$ cat src/rtl/stm_pkg.sv
package stm_pkg;
  localparam int INSN_W = 32;
  localparam int OFF_W  = 9;
  localparam int CNT_W  = 4;

  typedef struct packed {
    logic [4:0]       first_reg;
    logic [4:0]       base_reg;
    logic [OFF_W-1:0] disp;
    logic [CNT_W-1:0] words;
  } insn_fields_t;

  typedef enum logic [2:0] {
    S_IDLE,
    S_BASE,
    S_READ,
    S_ISSUE,
    S_WAIT
  } seq_state_t;
endpackage

$ cat src/rtl/stm_decode.sv
module stm_decode
  import stm_pkg::*;
(
  input  logic [INSN_W-1:0] insn,
  output insn_fields_t      fields
);
  logic [2:0] cnt_field;
  logic       unused_fixed;

  assign cnt_field    = insn[14:12];
  assign unused_fixed = ^{insn[31:26], insn[11:8]};

  always_comb begin
    fields.first_reg = insn[25:21];
    fields.base_reg  = insn[20:16];
    fields.disp      = {insn[15], insn[7:0]};
    fields.words     = (cnt_field == 3'd0) ? CNT_W'(8) : CNT_W'(cnt_field);
  end
endmodule

$ cat src/rtl/stm_regstep.sv
module stm_regstep #(
  parameter int REG_W     = 5,
  parameter int STEP_W    = 4,
  parameter int WRAP_BASE = 16
) (
  input  logic [REG_W-1:0]  first,
  input  logic [STEP_W-1:0] step,
  output logic [REG_W-1:0]  idx
);
  localparam int NREG  = 1 << REG_W;
  localparam int SUM_W = REG_W + 1;

  logic [SUM_W-1:0] sum;
  logic [SUM_W-1:0] wrapped;

  assign sum     = {1'b0, first} + SUM_W'(step);
  assign wrapped = sum - SUM_W'(NREG - WRAP_BASE);

  always_comb begin
    if (first == '0)
      idx = '0;
    else if (sum < SUM_W'(NREG))
      idx = sum[REG_W-1:0];
    else
      idx = wrapped[REG_W-1:0];
  end
endmodule

$ cat src/rtl/stm_addrgen.sv
module stm_addrgen #(
  parameter int XLEN   = 32,
  parameter int OFF_W  = 9,
  parameter int STEP_W = 4
) (
  input  logic [XLEN-1:0]   base,
  input  logic [OFF_W-1:0]  disp,
  input  logic [STEP_W-1:0] step,
  output logic [XLEN-1:0]   addr
);
  localparam int SHIFT = $clog2(XLEN / 8);

  logic [XLEN-1:0] disp_ext;
  logic [XLEN-1:0] step_bytes;

  assign disp_ext   = {{(XLEN-OFF_W){disp[OFF_W-1]}}, disp};
  assign step_bytes = XLEN'(step) << SHIFT;
  assign addr       = base + disp_ext + step_bytes;
endmodule

$ cat src/rtl/stm_seq.sv
module stm_seq
  import stm_pkg::*;
#(
  parameter int XLEN      = 32,
  parameter int REG_W     = 5,
  parameter int WRAP_BASE = 16
) (
  input  logic              clk,
  input  logic              rst_n,
  input  logic              cfg_feat_off,
  input  logic              insn_valid,
  output logic              insn_ready,
  input  logic [INSN_W-1:0] insn_word,
  output logic [REG_W-1:0]  rf_raddr,
  input  logic [XLEN-1:0]   rf_rdata,
  output logic              mem_req_valid,
  input  logic              mem_req_ready,
  output logic [XLEN-1:0]   mem_req_addr,
  output logic [XLEN-1:0]   mem_req_data,
  input  logic              mem_rsp_valid,
  input  logic              mem_rsp_fault,
  output logic              done_o,
  output logic              fault_o,
  output logic              ri_trap_o
);
  seq_state_t       state_q;
  insn_fields_t     dec_f;
  insn_fields_t     fld_q;
  logic [XLEN-1:0]  base_q;
  logic [CNT_W-1:0] step_q;
  logic [XLEN-1:0]  addr_q;
  logic [XLEN-1:0]  data_q;
  logic             done_q;
  logic             fault_q;
  logic             trap_q;
  logic [REG_W-1:0] step_reg;
  logic [XLEN-1:0]  step_addr;
  logic             last_step;
  logic             take_insn;

  stm_decode u_dec (
    .insn   (insn_word),
    .fields (dec_f)
  );

  stm_regstep #(
    .REG_W     (REG_W),
    .STEP_W    (CNT_W),
    .WRAP_BASE (WRAP_BASE)
  ) u_regstep (
    .first (fld_q.first_reg[REG_W-1:0]),
    .step  (step_q),
    .idx   (step_reg)
  );

  stm_addrgen #(
    .XLEN   (XLEN),
    .OFF_W  (OFF_W),
    .STEP_W (CNT_W)
  ) u_addr (
    .base (base_q),
    .disp (fld_q.disp),
    .step (step_q),
    .addr (step_addr)
  );

  assign insn_ready    = (state_q == S_IDLE);
  assign take_insn     = insn_valid && insn_ready;
  assign last_step     = (step_q == fld_q.words - CNT_W'(1));
  assign rf_raddr      = (state_q == S_BASE) ? fld_q.base_reg[REG_W-1:0] : step_reg;
  assign mem_req_valid = (state_q == S_ISSUE);
  assign mem_req_addr  = addr_q;
  assign mem_req_data  = data_q;
  assign done_o        = done_q;
  assign fault_o       = fault_q;
  assign ri_trap_o     = trap_q;

  always_ff @(posedge clk) begin
    if (!rst_n) begin
      state_q <= S_IDLE;
      fld_q   <= '0;
      base_q  <= '0;
      step_q  <= '0;
      addr_q  <= '0;
      data_q  <= '0;
      done_q  <= 1'b0;
      fault_q <= 1'b0;
      trap_q  <= 1'b0;
    end else begin
      done_q  <= 1'b0;
      fault_q <= 1'b0;
      trap_q  <= 1'b0;
      unique case (state_q)
        S_IDLE: begin
          if (take_insn) begin
            if (cfg_feat_off) begin
              trap_q <= 1'b1;
            end else begin
              fld_q   <= dec_f;
              state_q <= S_BASE;
            end
          end
        end
        S_BASE: begin
          base_q  <= rf_rdata;
          step_q  <= '0;
          state_q <= S_READ;
        end
        S_READ: begin
          data_q  <= rf_rdata;
          addr_q  <= step_addr;
          state_q <= S_ISSUE;
        end
        S_ISSUE: begin
          if (mem_req_ready) state_q <= S_WAIT;
        end
        S_WAIT: begin
          if (mem_rsp_valid) begin
            if (mem_rsp_fault) begin
              fault_q <= 1'b1;
              state_q <= S_IDLE;
            end else if (last_step) begin
              done_q  <= 1'b1;
              state_q <= S_IDLE;
            end else begin
              step_q  <= step_q + CNT_W'(1);
              state_q <= S_READ;
            end
          end
        end
        default: state_q <= S_IDLE;
      endcase
    end
  end
endmodule

$ cat config.mk
export PLATFORM = sky130hd
export DESIGN_NAME = stm_seq
export DESIGN_NICKNAME = d
export VERILOG_FILES = /design/src/rtl/stm_pkg.sv /design/src/rtl/stm_decode.sv /design/src/rtl/stm_regstep.sv /design/src/rtl/stm_addrgen.sv /design/src/rtl/stm_seq.sv
export SDC_FILE = /design/constraint.sdc
export NUM_CORES = 1
export LEC_CHECK = 0
export ABC_AREA = 0
export BUFFER_PORTS_ARGS = -buffer_cell sky130_fd_sc_hd__buf_2
export CORE_MARGIN = 3
export CORE_UTILIZATION = 51
export CTS_BUF_LIST = sky130_fd_sc_hd__clkbuf_2 sky130_fd_sc_hd__clkbuf_4 sky130_fd_sc_hd__clkbuf_8
export DETAILED_ROUTE_END_ITERATION = 7
export PLACE_DENSITY = 0.79
export SLEW_MARGIN = 10
export SYNTH_ARGS = -nofsm -noshare
export SYNTH_HDL_FRONTEND = slang
export SYNTH_SLANG_ARGS = --single-unit
$ cat constraint.sdc
create_clock -name clk -period 2.7 [get_ports clk]
set_input_delay 0.54 -clock clk [delete_from_list [all_inputs] [get_ports clk]]
set_output_delay 0.54 -clock clk [all_outputs]
set_load 0.03 [all_outputs]
# Word level (Yosys, flattened, before mapping)
# Cells that the tools add are included.
# word_totals
regBits	129
output_inout_bits	74
wordCells	63
# op_classes
n_addsub	6
order_cmp	1
n_eq_ne	11
mux	18
bitwise	4
n_reduce_logical	11
# op_table
operator	count
adder 32 bit	1
adder 32 x 6 -> 32 bit	1
two-way mux 4 bit	4
two-way mux 5 bit	3
case mux 3 bit (5 select lines)	1
two-way mux 3 bit	4
AND reduction 3 bit	3
inequality test 2 bit (second input constant)	4
case mux 4 bit (2 select lines)	1
AND reduction 4 bit	2
adder 5 x 4 -> 6 bit	1
equality test 3 x 2 -> 1 bit (second input constant)	2
logical NOT 3 bit	2
< comparator 6 bit (second input constant)	1
logical NOT 5 bit	1
subtractor 5 bit (second input constant)	1
adder 4 x 1 -> 4 bit (second input constant)	1
equality test 4 bit	1
two-way mux 2 bit	2
inequality test 2 x 1 -> 1 bit (second input constant)	2
inverter 1 bit	4
OR reduction 4 bit	1
subtractor 4 x 1 -> 4 bit (second input constant)	1
equality test 3 x 1 -> 1 bit (second input constant)	1
other kinds (4)	6

# Logic depth before layout (Yosys ltp)
# Gate-level depths: netlist (run 1).
# depth
depth_word	6
ltp_mapped	11
depth_no_buf	11

# Hierarchy
# A second synthesis (run 1) with hierarchy kept.
# unflattened
cells_unflattened	936
area_unflattened_um2	7382.1
# by_module_without_submodules
mod	instances	cells_per_inst	area_per_inst_um2	seq_area_each_um2
stm_seq	1	616	4859.7	2582.5
stm_addrgen	1	271	2134.5	0.0
stm_regstep	1	26	224.0	0.0
stm_decode	1	23	163.9	0.0

# Least setup slack after synthesis (run 1)
# OpenSTA, ideal clock, no wires.
# synth_path
kind	register to register
startpoint	reg fld_q[12] (netlist name)
endpoint	reg addr_q[24], in the netlist mem_req_addr[24]
setup_time_ps	117
t_arrival_ps	2796
t_required_ps	2583
setup_slack_ps	-213
path_stages_with_launch	10
n_path_buf	0
synth_period_minus_slack_ps	2913
path_cell_list	dfxtp_1 -> ha_1 -> ha_1 -> a21oi_1 -> o221ai_2 -> a31oi_2 -> a21oi_1 -> o21ai_1 -> nand3_1 -> a32o_1
# synth_between
elab_chain_len	2
# synth_rtl
item	line	rtl
start: declaration	stm_seq.sv:28	insn_fields_t fld_q;
start signal: assignment	stm_seq.sv:81	fld_q <= '0;
start signal: assignment	stm_seq.sv:99	fld_q <= dec_f;
adder 32 bit	stm_addrgen.sv:18	assign addr = base + disp_ext + step_bytes;
adder 32 x 6 -> 32 bit	stm_addrgen.sv:18	
end signal: assignment	stm_seq.sv:111	addr_q <= step_addr;
end: declaration	stm_seq.sv:31	logic [XLEN-1:0] addr_q;
# Every way passes these cells.
# A chain may end at the register's enable or synchronous reset.

# Worst setup path after layout (run 1)
# layout_path
startpoint	reg step_q[3]
endpoint	reg addr_q[11], in the netlist mem_req_addr[11]
# layout_between
elab_chain_len	1
# layout_rtl
item	line	rtl
start: declaration	stm_seq.sv:30	logic [CNT_W-1:0] step_q;
start signal: assignment	stm_seq.sv:126	step_q <= step_q + CNT_W'(1);
adder 32 x 6 -> 32 bit	stm_addrgen.sv:18	
# Every way passes these cells.

==> results by group, run 1 <==
Logic synthesis
  – Cells after Synth: 877
  – Post-Syn Area: 0.00688 mm^2
  – Synth Area in Compound Gates: 0.199
  – Mux contribution to synthesized area: 0.00582
  – Syn_nets: 1,017
  – Synth Area in Simple Gates: 0.217
  – Synth unique cells: 56
  – Post-Synth Adder-Cell Area: 0.132
  – Syn. warnings: 0
  – Xor and xnor area share after synthesis: 0.0344
  – Synth Register Bits: 129
  – Syn avg cell area: 7.84 um^2
  – Combinational family with the most area after synthesis: simple AND/OR/NAND/NOR gates
  – Post-synth top flop: dfxtp_1
  – Number of synthesized flops with an enable pin: 0
  – Sequential area share after synthesis: 0.376
  – Async SR Flop Fraction: 0

Route
  – DRC: 0
  – DR WL/cell: 15.2 um
  – Drt total wl: 19.0 mm
  – DR vias: 6,897
  – Routed vias/inst: approximately 5.5
  – DRT antenna net count: 0
  – DR pass1 iterations: 5
  – Starting DRT DRC Count: 439

Final layout
  – Antenna diodes: 0
  – Area Growth Syn to Fin: 32.8%
  – Core Util, Final: 0.709
  – Final Cell Area: 0.00913 mm^2
  – Layout cells sized above 1: 0.305
  – Most common cell after layout, fill and taps aside: nand2_1
  – Register area: 0.00259 mm^2
  – Fin cells: 1,249
  – Commonest cells after routing, fill and taps aside: nand2_1 (230), buf_2 (131), a21oi_1 (126)
  – Fill count: 998
  – Nets: 1,205
  – Area of the multi-input gates: approximately 0.0045 mm^2

Clocking
  – CTS tree: built
  – Reg clk slew, reported paths: 0.07 ns
  – Worst-Skew Late Latency: 0.46 ns
  – CTS root buf: clkbuf_8
  – H-tree depth: 4
  – Clock Sinks: around 130
  – Longest Clk Path Bufs: 2
  – TritonCTS buffer count: 17

Outcome
  – Status: finished, violations left
  – Failing checks: negative setup slack

Floorplan
  – Die Height: 122 um
  – Die area: ~0.015 mm^2
  – I/O pin count: 145
  – Starting Density: 0.534
  – Die width: between 100 and 150 um
  – Core Region: 0.0129 mm^2
  – Core Rows: 41

STA
  – Worst Skew: 0.0101 ns
  – Endpoints failing hold: 0
  – Worst-Margin Slew: 0.819 ns
  – Setup TNS: -0.0520 ns
  – Pins Over Slew Limit: 0
  – Final worst slack: -0.0367 ns
  – Tmin final: 2.74 ns
  – RSZ-0062 raised after global routing: true
  – Slew headroom: 0.447
  – Finish-stage setup viols: 2
  – Final period utilization: 1.01
  – Fmax: 365 MHz

Power and ir drop
  – LEAKAGE: just over 4 nW
  – Peak supply drop: 0.415 mV
  – PwrDens: roughly 530 mW/mm^2

Setup path
  – RR Startpoint: step_q[3]$_SDFFE_PN0P_
  – Crit path capture: mem_req_addr[11]$_SDFFE_PN0N_
  – Max incr delay on CP: 0.58 ns
  – Startpoint Class: register
  – Crit Path Max Fanout: 3
  – Most frequent CP cell: buf_4
  – Worst-path cell chain: fa_1 -> ha_4 -> a21oi_4 -> buf_4 -> nand2b_1 -> buf_4 -> o21ai_2 -> a21boi_2 -> o21a_1 -> o31a_1 -> a32o_1
  – Req. time, crit path: 3.04 ns
  – Worst setup path class: reg -> reg
  – CP Capture Type: register
  – Reg2Reg Setup Slack: -0.04 ns
  – CP arrival: 3.08 ns
  – R2R cell count: 11
  – CP startpoint: step_q[3]$_SDFFE_PN0P_
  – Crit path max-delay cell type: fa_1
  – Reg-to-reg endpoint: mem_req_addr[11]$_SDFFE_PN0N_

Placed design
  – # port buffers: 134
  – Dpl cells: 1,201
  – DP Area: 0.00812 mm^2
  – GP Congestion: approximately 0.92
  – Post-DP HPWL: 13.0 mm

Global routing
  – Tot GR Track Use: 0.248
  – Vias in the first global route: 6,266
  – Largest net degree at the start of global routing: 82
  – Initial antenna violation count: 0
  – First-pass GRT wire length: around 30 mm
  – GR Overflow Total: 0

Min path
  – Hold Path Class: in -> reg

Job
  – Max cap viols: 0
[worst min-delay path by stage]
stage	cells after the start	slack (ns)	to	start
2_1_floorplan	2	0.44	base_q[2]$_SDFFE_PN0P_	base_q[2]$_SDFFE_PN0P_
3_3_place_gp	2	0.44	mem_req_addr[18]$_SDFFE_PN0N_	mem_req_addr[18]$_SDFFE_PN0N_
3_5_place_dp	2	0.44	mem_req_data[11]$_SDFFE_PN0N_	mem_req_data[11]$_SDFFE_PN0N_
4_1_cts	3	0.28	fld_q[7]$_SDFFE_PN0P_	insn_word[3]
5_1_grt	3	0.30	fld_q[7]$_SDFFE_PN0P_	insn_word[3]
6_report	3	0.32	fld_q[18]$_SDFFE_PN0P_	insn_word[21]
[flip-flops by register name, summed over array words and instances (netlist names)]
register	count
base_q	32
done_o	1
fault_o	1
fld_q	23
mem_req_addr	32
mem_req_data	32
ri_trap_o	1
state_q	3
step_q	4
[per-layer routing]
metal | GRT usage | up-vias | part of all wire | wire length [um]
met5 | 0 | - | 0 | 0
met4 | 0.0756 | 0 | 0.016 | 308
met3 | 0.0552 | 24 | 0.055 | 1050
met2 | 0.410 | 221 | 0.48 | 9190
met1 | 0.325 | 3234 | 0.44 | 8450
li1 | - | 3418 | - | -
[synthesized netlist by cell type (5+ instances only)]
library cell  instances  area share
nand3_1              25       0.018
a21oi_1             138        0.10
xor2_1               16       0.020
o21ai_1              13      0.0095
fa_1                  6       0.017
inv_1                21       0.011
o21ai_0              17       0.012
buf_1                 6      0.0033
nor2_1               37       0.020
ha_1                 63        0.11
and3_1                7      0.0064
dfxtp_1             129        0.38
nor3_1               11      0.0080
o21bai_1              5      0.0055
a22o_1                5      0.0064
a21o_1               12       0.013
xnor2_1              11       0.014
nand4_1              10      0.0091
clkbuf_1             38       0.021
o21a_1                7      0.0076
nand2_1             232        0.13
[cell families (layout without fill, tap and decap cells)]
| group | after synthesis | in the layout |
|---|---|---|
| AND/OR/NAND/NOR | 350 | 350 |
| multiplexers | 4 | 4 |
| AO/OA/AOI/OAI | 232 | 232 |
| adder cells (fa/ha/maj) | 69 | 69 |
| buffers and inverters | 66 | 266 |
| flip-flops | 129 | 129 |
| XOR/XNOR | 27 | 27 |
[report_power, final]
group / switching (W) / total, W / internal (W) / leakage, nW
clock network: 0.000726 / 0.00158 / 0.000853 / 0.203
registers: 0.0000829 / 0.00210 / 0.00202 / 1.05
logic: 0.000721 / 0.00119 / 0.000465 / 2.84
[critical path: cells and delay by family, from the launching register on]
family	cells	cell delay, ns
and+or+nand+nor	1	0.10
buffers and inverters	2	0.29
adders and majority gates	2	0.81
AOI/OAI and AO/OA	6	1.08
DFF	1	0.34
[through the flow]
step / total power [W] / setup WS, ns / hold WS (ns)
2_1_floorplan: 0.00282 / 0.0298 / 0.436
3_3_place_gp: 0.00318 / -0.128 / 0.436
3_5_place_dp: 0.00320 / -0.142 / 0.444
4_1_cts: 0.00482 / -0.0218 / 0.283
5_1_grt: 0.00510 / -0.134 / 0.302
6_report: 0.00487 / -0.0367 / 0.317
[area by class of cell]
type / instances / share of cell area
multi-input cells: 682 / 0.494
inverters: 21 / 0.00877
clock buffers: 25 / 0.0349
clock inverters: 6 / 0.00603
well taps: 172 / 0.0236
flip-flops and latches: 129 / 0.284
repair buffers: 214 / 0.148
[what timing repair did]
| action | in CTS | in global routing |
|---|---|---|
| hold buffers | 0 | 0 |
| setup buffers | 8 | 9 |
| resized for setup | 51 | 52 |
| setup endpoints to repair | 15 | 19 |
| pin swaps | 24 | 36 |
Note: power is estimated with default switching activity, not from simulation.
==> inputs of run 2 (changes only) <==
- CELL_PAD_IN_SITES_DETAIL_PLACEMENT: not set -> 1
- CELL_PAD_IN_SITES_GLOBAL_PLACEMENT: not set -> 2
- CORE_UTILIZATION: 51 -> 29
==> results by group, run 2 (synthesis results as in run 1) <==
Clocking
  – Worst-Skew Late Latency: 0.45 ns (about the same)
  – CTS root buf: clkbuf_8
  – Longest Clk Path Bufs: 2 (unchanged)
  – CTS Hold Bufs: 0 (unchanged)
  – Reg clk slew, reported paths: 0.09 ns (+0.02 ns)
  – Clock Sinks: 129 (unchanged)
  – H-tree depth: 4 (unchanged)
  – TritonCTS buffer count: 17 (unchanged)
  – CTS tree: built

Final layout
  – Commonest cells after routing, fill and taps aside: nand2_1 (230), buf_2 (133), a21oi_1 (123)
  – Layout cells sized above 1: 0.321 (+0.0163)
  – Nets: 1,224 (+1.6%)
  – Antenna diodes: 0 (unchanged)
  – Core Util, Final: 0.412 (-0.297)
  – Most common cell after layout, fill and taps aside: nand2_1
  – Area Growth Syn to Fin: 37.7%

Placed design
  – GP Congestion: 0.840 (-8.5%)
  – # port buffers: 134 (unchanged)
  – DP Worst Slack: -0.211 ns (-0.0689 ns)
  – Post-DP HPWL: 16.4 mm (+26%)

Job
  – Max cap viols: 0 (unchanged)

STA
  – RSZ-0062 raised after global routing: true
  – Tmin final: 2.70 ns (-0.0383 ns)
  – Hold_ws: 0.315 ns (-0.00228 ns)
  – Slew headroom: 0.387 (-0.0605)
  – Worst Skew: 0.0127 ns (+0.00255 ns)
  – Finish-stage setup viols: 0 (-2)
  – Final period utilization: 0.999 (-0.0142)
  – Fmax: 371 MHz (+1.4%)
  – Worst-Margin Slew: 0.920 ns (+0.101 ns)
  – Endpoints failing hold: 0 (unchanged)
  – Final worst slack: 0.00159 ns (+0.0383 ns)
  – Pins Over Slew Limit: 0 (unchanged)

Route
  – Starting DRT DRC Count: 232 (-47%)
  – Drt total wl: 23.0 mm (+21%)
  – DR pass1 iterations: 5 (unchanged)
  – DR WL/cell: 16.3 um (+7.4%)
  – DRT antenna net count: 0 (unchanged)
  – Routed vias/inst: 4.90 (-11%)
  – DRC: 0 (unchanged)
  – DR vias: 6,913 (+0.23%)

Global routing
  – Largest net degree at the start of global routing: 67 (-18%)
  – First-pass GRT wire length: 36.4 mm (+24%)
  – Vias in the first global route: 7,071 (+13%)
  – GR Overflow Total: 0 (unchanged)
  – Tot GR Track Use: 0.173 (-0.0748)
  – Initial antenna violation count: 0 (unchanged)

Setup path
  – Reg2Reg Setup Slack: 0.002 ns (+0.04 ns)
  – Req. time, crit path: 3.05 ns (about the same)
  – CP Capture Type: register
  – Startpoint Class: register
  – Crit Path Max Fanout: 4 (+1)
  – Worst setup path class: reg -> reg
  – CP arrival: 3.05 ns (-0.03 ns)

Outcome
  – Status: finished, final reports clean

Floorplan
  – Die area: 0.0256 mm^2 (+72%)
  – Die width: 160 um (+31%)
  – Starting Density: 0.299 (-0.235)
  – Core Rows: 55 (+34%)
  – Die Height: 160 um (+31%)
  – I/O pin count: 145 (unchanged)
  – Core Region: 0.0230 mm^2 (+79%)

Power and ir drop
  – Peak supply drop: 0.362 mV (-13%)
  – PwrDens: 527 mW/mm^2 (-1.2%)
  – LEAKAGE: 4.18 nW (+2.2%)
  – Overall power: 0.00499 W (+2.4%)

Min path
  – Hold Path Class: in -> reg
## run 2: cell types whose count changed in the layout (fill, tap and decap cells not counted), sizes merged
| cell | change |
|---|---|
| buf | +20 |
| clkbuf | -9 |
| inv | +7 |
| clkinvlp | +2 |
## run 2: timing repair
item                       in CTS  in global routing
pin swaps                      21                 36
setup buffers                   8                 10
setup endpoints to repair      19                 26
resized for setup              39                 67
hold endpoints to repair        0                  0
## run 2: worst max-delay path: stages (launching register included)
cell,delay (ns)
dfxtp_2,0.35
inv_2,0.04
fa_1,0.57
inv_1,0.08
ha_4,0.27
a21oi_4,0.06
nor3_4,0.17
o21ai_4,0.12
a211oi_4,0.30
nor3_2,0.08
or4_1,0.48
o311ai_1,0.09
## run 2: report_power, final
group	internal [W]	total, W	switching [W]
clock	0.000752	0.00165	0.000896
sequential	0.00202	0.00211	0.0000892
combinational	0.000481	0.00123	0.000751
total	0.00325	0.00499	0.00174
## run 2: worst paths after layout
check / from / end / cells after the start
max: base_q[2]$_SDFFE_PN0P_ / mem_req_addr[30]$_SDFFE_PN0N_ / 11
min: insn_word[19] / fld_q[16]$_SDFFE_PN0P_ / 3
max reg2reg: base_q[2]$_SDFFE_PN0P_ / mem_req_addr[30]$_SDFFE_PN0N_ / 11
min reg2reg: mem_req_data[30]$_SDFFE_PN0N_ / mem_req_data[30]$_SDFFE_PN0N_ / 2
## run 2: per-stage QoR
stage,instance area (um^2),std cells,setup TNS [ns]
after CTS,9000,1400,-0.0420
after global routing,9470,1410,-1.00
after global placement,8410,1360,-1.15
after detailed placement,8410,1360,-1.60
final,9470,1410,0
after floorplan,6880,877,0
## run 2: routing by layer
layer / vias to the layer above / track usage / wire, um
met5: - / 0 / 0
met4: 0 / 0.0422 / 262
met3: 18 / 0.0301 / 662
met2: 91 / 0.296 / 11200
met1: 3348 / 0.228 / 10900
li1: 3456 / - / -
## run 2: final cells by class
type | count | area [um^2]
inverters | 21 | 81.3
multi-input cells | 682 | 4570
repair buffers | 233 | 1450
clock inverters | 15 | 150
well taps | 313 | 392
clock buffers | 17 | 234
flip-flops and latches | 129 | 2590
fillers | 2847 | 13500
==> inputs of run 3 (changes only) <==
- GPL_TIMING_DRIVEN: not set -> 0
==> results by group, run 3 (synthesis results as in run 1) <==
Route
  – DR vias: 6,904 (-0.13%)
  – DRC: 0 (unchanged)
  – Drt total wl: 24.4 mm (+6.0%)
  – Routed vias/inst: 4.99 (+1.7%)
  – Starting DRT DRC Count: 239 (+3.0%)
  – DR pass1 iterations: 4 (-1)
  – DR WL/cell: 17.6 um (+8.0%)
  – DRT antenna net count: 0 (unchanged)

Floorplan
  – Core Region: 0.0230 mm^2 (unchanged)
  – Die area: 0.0256 mm^2 (unchanged)
  – Die width: 160 um (unchanged)
  – I/O pin count: 145 (unchanged)
  – Die Height: 160 um (unchanged)
  – Core Rows: 55 (unchanged)
  – Starting Density: 0.299 (unchanged)

STA
  – Finish-stage setup viols: 7 (+7)
  – Worst Skew: 0.0143 ns (+0.00169 ns)
  – RSZ-0062 raised after global routing: true
  – Tmin final: 2.79 ns (+0.0876 ns)
  – Final period utilization: 1.03 (+0.0324)
  – Slew headroom: 0.504 (+0.117)
  – Setup TNS: -0.216 ns (-0.216 ns)
  – Fmax: 359 MHz (-3.1%)
  – Endpoints failing hold: 0 (unchanged)
  – Pins Over Slew Limit: 0 (unchanged)
  – Worst-Margin Slew: 0.735 ns (-0.185 ns)
  – Final worst slack: -0.0860 ns (-0.0876 ns)

Setup path
  – Buffers & Inverters on Critical Path: 1 (-1)
  – Worst-path cell chain: ha_2 -> fa_2 -> a21o_1 -> a21oi_1 -> a21oi_1 -> o21ai_1 -> nand2_1 -> buf_6
  – Max incr delay on CP: 0.38 ns (-0.19 ns)
  – Most frequent CP cell: a21oi_1
  – CP arrival: 2.25 ns (-0.80 ns)
  – Startpoint Class: register
  – Cell family with most CP delay: compound AO/OA/AOI/OAI gates
  – Crit path max-delay cell type: fa_2
  – Worst setup path class: reg -> out
  – CP Capture Type: output pin
  – Crit Path Max Fanout: 3 (-1)
  – Req. time, crit path: 2.16 ns (-0.89 ns)

Clocking
  – Longest Clk Path Bufs: 2 (unchanged)
  – H-tree depth: 4 (unchanged)
  – Reg clk slew, reported paths: 0.09 ns (about the same)
  – Worst-Skew Late Latency: 0.46 ns (about the same)
  – CTS root buf: clkbuf_8
  – CTS tree: built
  – CTS Hold Bufs: 0 (unchanged)
  – Clock Sinks: 129 (unchanged)
  – TritonCTS buffer count: 17 (unchanged)

Final layout
  – Antenna diodes: 0 (unchanged)
  – Area Growth Syn to Fin: 33.8%
  – Most common cell after layout, fill and taps aside: nand2_1
  – Nets: 1,198 (-2.1%)
  – Final Cell Area: 0.00920 mm^2 (-2.8%)
  – Layout cells sized above 1: 0.267 (-0.0538)
  – Commonest cells after routing, fill and taps aside: nand2_1 (231), buf_2 (132), a21oi_1 (122)

Global routing
  – GR peak layer: met2
  – Largest net degree at the start of global routing: 17 (-75%)
  – GR Overflow Total: 0 (unchanged)
  – Initial antenna violation count: 0 (unchanged)
  – First-pass GRT wire length: 38.2 mm (+4.9%)
  – Grt met1 use: 0.237 (+0.00898)
  – Met3 usage: 0.0368 (+0.00674)
  – Grt met2 use: 0.319 (+0.0232)
  – Tot GR Track Use: 0.187 (+0.0139)
  – Vias in the first global route: 7,060 (-0.16%)

Outcome
  – Status: finished, violations left
  – Failing checks: negative setup slack

Placed design
  – DP Worst Slack: -0.824 ns (-0.612 ns)
  – Post-DP HPWL: 17.9 mm (+8.6%)
  – # port buffers: 133 (-0.75%)
  – DP Area: 0.00794 mm^2 (-5.6%)
  – GP Congestion: 0.842 (+0.18%)

Min path
  – Hold Path Class: in -> reg

Job
  – Max cap viols: 0 (unchanged)

Power and ir drop
  – LEAKAGE: 3.92 nW (-6.2%)
  – Peak supply drop: 0.260 mV (-28%)
  – PwrDens: 565 mW/mm^2 (+7.2%)
  – Overall power: 0.00520 W (+4.2%)
-- run 3: cell types whose count changed in the layout (fill, tap and decap cells not counted), moves of 4 or more --
cell | before | now
a21oi_4 | 4 | 8
clkbuf_1 | 0 | 36
ha_2 | 4 | 8
dfxtp_4 | 1 | 5
buf_1 | 0 | 5
buf_4 | 94 | 27
clkinv_4 | 6 | 0
ha_4 | 15 | 10
inv_6 | 6 | 2
-- run 3: cell type report --
class | instances | area, um^2
plain buffers | 44 | 176
clock buffers | 20 | 269
inverters | 21 | 81.3
multi-input cells | 682 | 4560
fillers | 2850 | 13800
well taps | 313 | 392
clock inverters | 12 | 180
repair buffers | 163 | 932
flip-flops and latches | 129 | 2610
-- run 3: metrics by stage --
stage | hold WS, ns | instances | util
after global placement | 0.437 | 1323 | 0.345
after detailed placement | 0.443 | 1323 | 0.345
final | 0.317 | 1384 | 0.400
after global routing | 0.289 | 1384 | 0.400
after CTS | 0.288 | 1374 | 0.389
after floorplan | 0.436 | 877 | -
-- run 3: repair_timing --
| action | CTS | global route |
|---|---|---|
| pin swaps | 32 | 26 |
| gates resized for setup | 94 | 36 |
| endpoints found under the setup margin | 28 | 23 |
| setup buffers | 20 | 10 |
-- run 3: where the power goes --
group          total [W]  switching (W)  internal [W]
Clock            0.00193       0.000857       0.00107
Combinational    0.00117       0.000762      0.000409
Sequential       0.00210      0.0000848       0.00201
-- run 3: worst paths after layout --
| kind | cells past startpoint | slack (ns) | end | start |
|---|---|---|---|---|
| worst max-delay path | 8 | -0.09 | rf_raddr[4] | step_q[0]$_SDFFE_PN0P_ |
| worst min-delay path | 3 | 0.32 | fld_q[15]$_SDFFE_PN0P_ | insn_word[18] |
| worst max register to register | 13 | -0.07 | mem_req_addr[11]$_SDFFE_PN0N_ | step_q[0]$_SDFFE_PN0P_ |
| worst min register to register | 2 | 0.45 | mem_req_data[20]$_SDFFE_PN0N_ | mem_req_data[20]$_SDFFE_PN0N_ |
-- run 3: routing by layer --
layer / vias to the layer above / part of all wire
li1: 3404 / -
met1: 3339 / 0.46
met2: 126 / 0.48
met3: 35 / 0.036
met4: 0 / 0.026
met5: - / 0
-- run 3: worst register-to-register path, delay by kind of cell, from the launching register on --
family | cells | cell delay (ns)
compound gates | 6 | 0.88
fa+ha+maj | 2 | 0.81
buf+inv | 4 | 0.42
flops | 1 | 0.39
simple gates | 1 | 0.16
